--- src/rtl/gwk_pkg.sv ---
package gwk_pkg;

    localparam int ADDR_W = 2;

    typedef enum logic [ADDR_W-1:0] {
        REG_POL = 2'd0,
        REG_RTA = 2'd1,
        REG_RTB = 2'd2,
        REG_STS = 2'd3
    } reg_sel_e;

    typedef struct packed {
        logic     wr;
        reg_sel_e sel;
    } host_cmd_t;

    // Transition test for one pin: falling = 1 selects high-to-low.
    function automatic logic edge_hit(input logic cur, input logic prev, input logic falling);
        return falling ? (prev & ~cur) : (~prev & cur);
    endfunction

endpackage

--- src/rtl/gwk_sync.sv ---
module gwk_sync #(
    parameter int W      = 3,
    parameter int STAGES = 2
) (
    input  logic         clk,
    input  logic         rst,
    input  logic [W-1:0] d,
    output logic [W-1:0] q
);
    logic [W-1:0] stage_q [STAGES];

    always_ff @(posedge clk) begin
        if (rst) begin
            for (int s = 0; s < STAGES; s++) stage_q[s] <= '0;
        end else begin
            stage_q[0] <= d;
            for (int s = 1; s < STAGES; s++) stage_q[s] <= stage_q[s-1];
        end
    end

    assign q = stage_q[STAGES-1];
endmodule

--- src/rtl/gwk_edge.sv ---
module gwk_edge
    import gwk_pkg::*;
#(
    parameter int W   = 3,
    parameter int ARM = 3
) (
    input  logic         clk,
    input  logic         rst,
    input  logic [W-1:0] lvl,
    input  logic [W-1:0] pol,
    output logic [W-1:0] hit
);
    localparam int CW = $clog2(ARM + 1);

    logic [CW-1:0] arm_cnt;
    logic          armed;
    logic [W-1:0]  prev_q;

    assign armed = (arm_cnt == CW'(ARM));

    always_ff @(posedge clk) begin
        if (rst) begin
            arm_cnt <= '0;
            prev_q  <= '0;
        end else begin
            prev_q <= lvl;
            if (!armed) arm_cnt <= arm_cnt + 1'b1;
        end
    end

    for (genvar i = 0; i < W; i++) begin : g_pin
        assign hit[i] = armed & edge_hit(lvl[i], prev_q[i], pol[i]);
    end
endmodule

--- src/rtl/gwk_regs.sv ---
module gwk_regs
    import gwk_pkg::*;
#(
    parameter int W = 3
) (
    input  logic              clk,
    input  logic              rst,
    input  logic              host_wr,
    input  logic [ADDR_W-1:0] host_addr,
    input  logic [W-1:0]      host_wdata,
    input  logic [W-1:0]      hit,
    output logic [W-1:0]      pol_q,
    output logic [W-1:0]      rta_q,
    output logic [W-1:0]      rtb_q,
    output logic [W-1:0]      sts_q,
    output logic [W-1:0]      host_rdata
);
    host_cmd_t    cmd;
    logic [W-1:0] clr_mask;

    assign cmd      = '{wr: host_wr, sel: reg_sel_e'(host_addr)};
    assign clr_mask = (cmd.wr && cmd.sel == REG_STS) ? host_wdata : '0;

    always_ff @(posedge clk) begin
        if (rst) begin
            pol_q <= '0;
            rta_q <= '0;
            rtb_q <= '0;
            sts_q <= '0;
        end else begin
            if (cmd.wr && cmd.sel == REG_POL) pol_q <= host_wdata;
            if (cmd.wr && cmd.sel == REG_RTA) rta_q <= host_wdata;
            if (cmd.wr && cmd.sel == REG_RTB) rtb_q <= host_wdata;
            sts_q <= (sts_q & ~clr_mask) | hit;
        end
    end

    always_comb begin
        unique case (cmd.sel)
            REG_POL: host_rdata = pol_q;
            REG_RTA: host_rdata = rta_q;
            REG_RTB: host_rdata = rtb_q;
            default: host_rdata = sts_q;
        endcase
    end
endmodule

--- src/rtl/gpio_wake_detector.sv ---
module gpio_wake_detector
    import gwk_pkg::*;
#(
    parameter int NUM_PINS    = 3,
    parameter int SYNC_STAGES = 2
) (
    input  logic                clk,
    input  logic                rst,
    input  logic [NUM_PINS-1:0] pin_in,
    input  logic                host_wr,
    input  logic [ADDR_W-1:0]   host_addr,
    input  logic [NUM_PINS-1:0] host_wdata,
    output logic [NUM_PINS-1:0] host_rdata,
    output logic                wake_a_n,
    output logic                wake_b_n
);
    localparam int NUM_WAKE = 2;
    localparam int ARM      = SYNC_STAGES + 1;

    logic [NUM_PINS-1:0] lvl;
    logic [NUM_PINS-1:0] hit;
    logic [NUM_PINS-1:0] pol_q, rta_q, rtb_q, sts_q;
    logic [NUM_PINS-1:0] route_en [NUM_WAKE];
    logic [NUM_WAKE-1:0] wake_n;

    gwk_sync #(.W(NUM_PINS), .STAGES(SYNC_STAGES)) u_sync (
        .clk (clk),
        .rst (rst),
        .d   (pin_in),
        .q   (lvl)
    );

    gwk_edge #(.W(NUM_PINS), .ARM(ARM)) u_edge (
        .clk (clk),
        .rst (rst),
        .lvl (lvl),
        .pol (pol_q),
        .hit (hit)
    );

    gwk_regs #(.W(NUM_PINS)) u_regs (
        .clk        (clk),
        .rst        (rst),
        .host_wr    (host_wr),
        .host_addr  (host_addr),
        .host_wdata (host_wdata),
        .hit        (hit),
        .pol_q      (pol_q),
        .rta_q      (rta_q),
        .rtb_q      (rtb_q),
        .sts_q      (sts_q),
        .host_rdata (host_rdata)
    );

    assign route_en[0] = rta_q;
    assign route_en[1] = rtb_q;

    for (genvar w = 0; w < NUM_WAKE; w++) begin : g_wake
        assign wake_n[w] = ~|(sts_q & route_en[w]);
    end

    assign wake_a_n = wake_n[0];
    assign wake_b_n = wake_n[1];
endmodule

--- config.mk ---
export PLATFORM = sky130hd
export DESIGN_NAME = gpio_wake_detector
export DESIGN_NICKNAME = d
export VERILOG_FILES = /design/src/rtl/gwk_pkg.sv /design/src/rtl/gwk_sync.sv /design/src/rtl/gwk_edge.sv /design/src/rtl/gwk_regs.sv /design/src/rtl/gpio_wake_detector.sv
export SDC_FILE = /design/constraint.sdc
export NUM_CORES = 1
export LEC_CHECK = 0
export BUFFER_PORTS_ARGS = -buffer_cell sky130_fd_sc_hd__buf_2
export CAP_MARGIN = 10
export CORE_MARGIN = 8
export CORE_UTILIZATION = 57
export CTS_CLUSTER_SIZE = 10
export DETAILED_ROUTE_END_ITERATION = 7
export PLACE_DENSITY_LB_ADDON = 0.15
export REMOVE_ABC_BUFFERS = 1
export SETUP_SLACK_MARGIN = 0.15
export SKIP_LAST_GASP = 1
export SLEW_MARGIN = 20
export SYNTH_ARGS = -nofsm -noshare
export SYNTH_HDL_FRONTEND = slang
export SYNTH_SLANG_ARGS = --single-unit
--- constraint.sdc ---
create_clock -name clk -period 2.3 [get_ports clk]
set_input_delay 0.345 -clock clk [delete_from_list [all_inputs] [get_ports clk]]
set_output_delay 0.345 -clock clk [all_outputs]
set_load 0.005 [all_outputs]
## Yosys cells after proc, flatten, opt, wreduce, memory -nomap -nowiden

Memories as Yosys holds them, arrays and structs flattened.
Index checks and enable logic that the tools add are counted.

| word-level totals | value |
|---|---|
| register bits after elaboration | 17 |
| memories kept | 1 |
| word-level logic and storage cells | 53 |
| RAM bits | 6 |
| bits of input ports | 11 |
| output and inout bits | 5 |

| operators by class | value |
|---|---|
| equal/unequal tests | 4 |
| bitwise operators | 22 |
| add/subtract/negate cells | 1 |
| reductions and logical operators | 9 |
| mux-type cells | 10 |

Memories:

| name | depth | width | read ports | clocked after Yosys merged registers in | write ports | RTL line | RTL |
|---|---|---|---|---|---|---|---|
| u_sync.stage_q | 2 | 3 | 2 | 0 | 2 | gwk_sync.sv:10 | `logic [W-1:0] stage_q [STAGES];` |

Operators by type and width:

| cell | count |
|---|---|
| bitwise AND 1 bit | 9 |
| bitwise AND 3 bit | 3 |
| 2-to-1 mux 3 bit | 3 |
| case mux 3 bit (3 select lines) | 1 |
| equality test 2 bit, second input constant | 3 |
| 2-to-1 mux 1 bit | 6 |
| inverter 1 bit | 6 |
| OR reduction 3 bit | 2 |
| logical AND 1 bit | 4 |
| inverter 3 bit | 1 |
| bitwise OR 3 bit | 1 |
| adder 2 x 1 -> 2 bit, second input constant | 1 |
| equality test 2 x 1 -> 1 bit, second input constant | 1 |
| zero test 1 bit | 2 |
| zero test 2 bit | 1 |
| bitwise OR 1 bit | 2 |

## Depth between registers and ports, before layout

| logic depth | value |
|---|---|
| depth in word-level cells | 6 |
| mapped depth | 4 |

## By module

Synthesis repeated with hierarchy kept, for this count alone.

| unflattened totals | value |
|---|---|
| cell total of the unflattened synthesis | 91 |
| area total of the unflattened synthesis | 1011.0 µm² |

Modules (own cells, without submodules):

| module | times used | cells an instance | sequential area each (µm²) | area each (µm²) |
|---|---|---|---|---|
| gwk_regs | 1 | 51 | 240.2 | 570.5 |
| gwk_edge | 1 | 23 | 100.1 | 240.2 |
| gwk_sync | 1 | 15 | 120.1 | 180.2 |
| gpio_wake_detector | 1 | 2 | 0.0 | 20.0 |

## Worst setup path after synthesis

No wires, ideal clock.

| path | value |
|---|---|
| path type | input -> output |
| start point | in host_addr[0] |
| end point | out host_rdata[0] |
| buffers on the path | 1 |
| required time | 1955 ps |
| data arrival time | 1016 ps |
| stages on the path | 2 |
| setup slack | 939 ps |
| cells stage by stage | buf_6 > mux4_1 |

| on the way | value |
|---|---|
| longest elaborated chain between the ends | 2 |
| elaborated cells on any way between the ends | 4 |

Ends and longest elaborated chain:

| item | RTL line | RTL |
|---|---|---|
| start, declared | gpio_wake_detector.sv:11 | `input logic [ADDR_W-1:0] host_addr,` |
| equality test 2 bit, or another cell as far along | gwk_regs.sv:39 | `unique case (cmd.sel)` |
| case mux 3 bit (3 select lines) * | gwk_regs.sv:39 |  |
| end, declared | gpio_wake_detector.sv:13 | `output logic [NUM_PINS-1:0] host_rdata,` |

Every way passes the cells marked *; elsewhere a longest branch is shown, timed or not.

## Worst setup path after layout

| path | value |
|---|---|
| start point | reg u_regs.pol_q[2] |
| end point | out host_rdata[2] |

| on the way | value |
|---|---|
| longest elaborated chain between the ends | 1 |

Ends and longest elaborated chain:

| item | RTL line | RTL |
|---|---|---|
| start, declared | gwk_regs.sv:12 | `output logic [W-1:0] pol_q,` |
| start signal, assigned | gwk_regs.sv:31 | `if (cmd.wr && cmd.sel == REG_POL) pol_q <= host_wdata;` |
| case mux 3 bit (3 select lines) | gwk_regs.sv:39 |  |

Every way passes these cells.

==> flow_metrics.py <==
metrics = {
    "run_status": {
        "status": "complete, no violations",
    },
    "floorplanning": {
        "rows": 14,
        "die_area_um2": 3220,
        "die_h_um": 56.8,
        "initial_utilization_pct": 61.4,
        "die-width_um": 56.8,
        "boundaryPins": 16,
        "core_um2": 1540,
    },
    "clock_network": {
        "post_cts_resized": 0,
        "cts_tree": "yes",
        "cts_setup_buffers": 0,
        "cts_sinks": 23,
        "hold_buffers": 0,
        "cts-buffers-inserted": 3,
        "cts.path.max_buffers": 2,
        "cts_max_level": 1,
        "clk_pin_slew_ps": 110,
        "clock-root-buffer": "clkbuf_4",
        "clk_latency_ps": 290,
    },
    "worst_setup_path": {
        "cp-start-kind": "flop",
        "crit_path_max_fanout": 4,
        "worstPathRequired_ps": 1960,
        "arrival_ps": 1270,
        "crit_type": "flop to output pin",
        "endpoint_kind": "output pin",
    },
    "synthesis": {
        "ys_ff_latch": 23,
        "netlist_top_cells_area": "dfxtp_1 49%, mux2i_1 11%, mux4_1 8.3%",
        "ys_warn_count": 0,
        "ys_types": 19,
        "syn-mean-instance-area_um2": 11.1,
        "netlist_area_um2": 947,
        "yosysTopAreaCellShare_pct": 48.6,
        "yosysTopAreaCell": "dfxtp_1",
        "netlist_instances": 85,
        "ys_seq_area_share_pct": 48.6,
    },
    "power": {
        "ir_drop_mv": 0.448,
        "p_leak_nw": 0.467,
        "totalPowerFinal_w": 0.000676,
        "powerDensity_nw_per_um2": 648,
    },
    "flow_run": {
        "cap_violations": 0,
    },
    "drt": {
        "drtPass1Iterations": 4,
        "drt-wirelength-per-cell_um": 13.9,
        "drc_errors": 0,
        "drtAntennaViolNets": 0,
        "drt_wl_total_mm": 1.62,
        "avgViaCountPerCell": 5.89,
        "drt-initial-drc-count": 14,
        "vias": 683,
    },
    "sta": {
        "relSlewSlack_pct": 74.5,
        "period_share_pct": 70.4,
        "worst_slew_pin_slew_ps": 383,
        "clock.fmax_mhz": 618,
        "finalSetupViolCount": 0,
        "rsz0062_at_grt": "false",
        "period_needed_ps": 1620,
        "setup_tns_ps": 0,
        "slew_viol_final": 0,
        "skew_ps": 1.29,
        "report.final.hold_viol_count": 0,
    },
    "cells_and_area": {
        "n_antenna_cell": 0,
        "fin_nets": 113,
        "drive_gt1_share_pct": 19.0,
        "multi_input_area_um2": 460,
        "synthToLayoutAreaGrowth_pct": 10.0,
        "stdcell_area_um2": 1040,
        "register_area_um2": 460,
        "n_fill_cell": 135,
    },
    "grt": {
        "antenna_found_initial": 0,
        "grt_max_degree": 24,
        "grt_pass1_vias": 696,
        "grt_usage_pct": 10.5,
        "overflow": 0,
        "grt_pass1_wl_mm": 2.91,
    },
    "placed_design": {
        "io_buffers": 15,
        "placed_cell_area_um2": 1020,
        "hpwlAfterDp_mm": 1.21,
        "gp_congestion": 0.810,
    },
    "hold_path": {
        "worstHoldPathType": "input port to flop",
    },
}
-- worst max-delay path: stages (launching register included) --
cell     delay [ps]
dfxtp_1         360
mux4_1          490
buf_2           140
-- per-stage QoR --
stage	worst slack (ps)	hold slack, ps	instances	utilization, %
floorplan	1070	414	81	-
global placement	720	418	112	65.9
detailed placement	705	430	112	65.9
CTS	671	245	116	67.6
global route	604	272	116	67.6
finish	682	250	116	67.6
-- kinds of logic after synthesis --
logic type / count (synthesis) / share of synthesized area (%)
simple gates: 35 / 22.2
flops: 23 / 48.6
mux: 13 / 18.9
compound gates: 8 / 5.28
buf+inv: 4 / 2.77
xor+xnor: 1 / 0.925
fa+ha+maj: 1 / 1.32
-- cell type report --
type / instances / area share (%)
flip-flops and latches: 23 / 44.2
clock buffers: 4 / 2.52
multi-input cells: 58 / 44.2
well taps: 16 / 1.92
repair buffers: 15 / 7.20
-- state kept, by name, indices dropped and copies added (netlist names) --
name and cells:
u_edge.arm_cnt 2, u_edge.prev_q 3, u_regs.pol_q 3, u_regs.rta_q 3, u_regs.rtb_q 3, u_regs.sts_q 3, u_sync.stage_q 6
-- cell usage in the layout, fill, tap and decap left out, drive strengths merged --
cell type / count
buf: 15
nor2b: 9
nand3b: 2
and3b: 3
dfxtp: 23
nand2: 3
nor3b: 4
nand4: 3
ha: 1
nor2: 11
o21ai: 3
mux4: 3
clkbuf: 4
mux2i: 10
xor2: 1
a222oi: 2
a21oi: 3
-- Yosys cell counts, drive strengths merged --
cell,instances
and3b,3
nor2b,9
dfxtp,23
o21ai,3
ha,1
xor2,1
nand3b,2
buf,2
mux2i,10
a21oi,3
clkbuf,2
nand2,3
nand4,3
a222oi,2
mux4,3
nor2,11
nor3b,4
-- report_power, final --
part           internal, W  switching [W]  total [W]
sequential        0.000419      0.0000121   0.000431
clock            0.0000674       0.000105   0.000172
combinational    0.0000367      0.0000359  0.0000726
total             0.000523       0.000153   0.000676
-- path summary, 6_finish.rpt --
| kind | start | endpoint | slack (ps) | cells past startpoint |
|---|---|---|---|---|
| setup / recovery | u_regs.pol_q[2] | host_rdata[2] | 680 | 2 |
| hold / removal | pin_in[1] | u_sync.stage_q[0][1] | 250 | 2 |
| setup reg to reg | u_edge.arm_cnt[0] | u_edge.arm_cnt[1] | 1290 | 3 |
| hold reg to reg | u_sync.stage_q[0][1] | u_sync.stage_q[0][4] | 460 | 1 |
-- per-layer routing --
| layer | part of all wire, % | global-route usage [%] | vias up |
|---|---|---|---|
| li1 | - | - | 333 |
| met1 | 43 | 11.7 | 326 |
| met2 | 47 | 17.7 | 22 |
| met3 | 9.0 | 4.72 | 2 |
| met4 | 0.49 | 2.35 | 0 |
| met5 | 0 | 0 | - |
(Power assumes the default switching activity.)
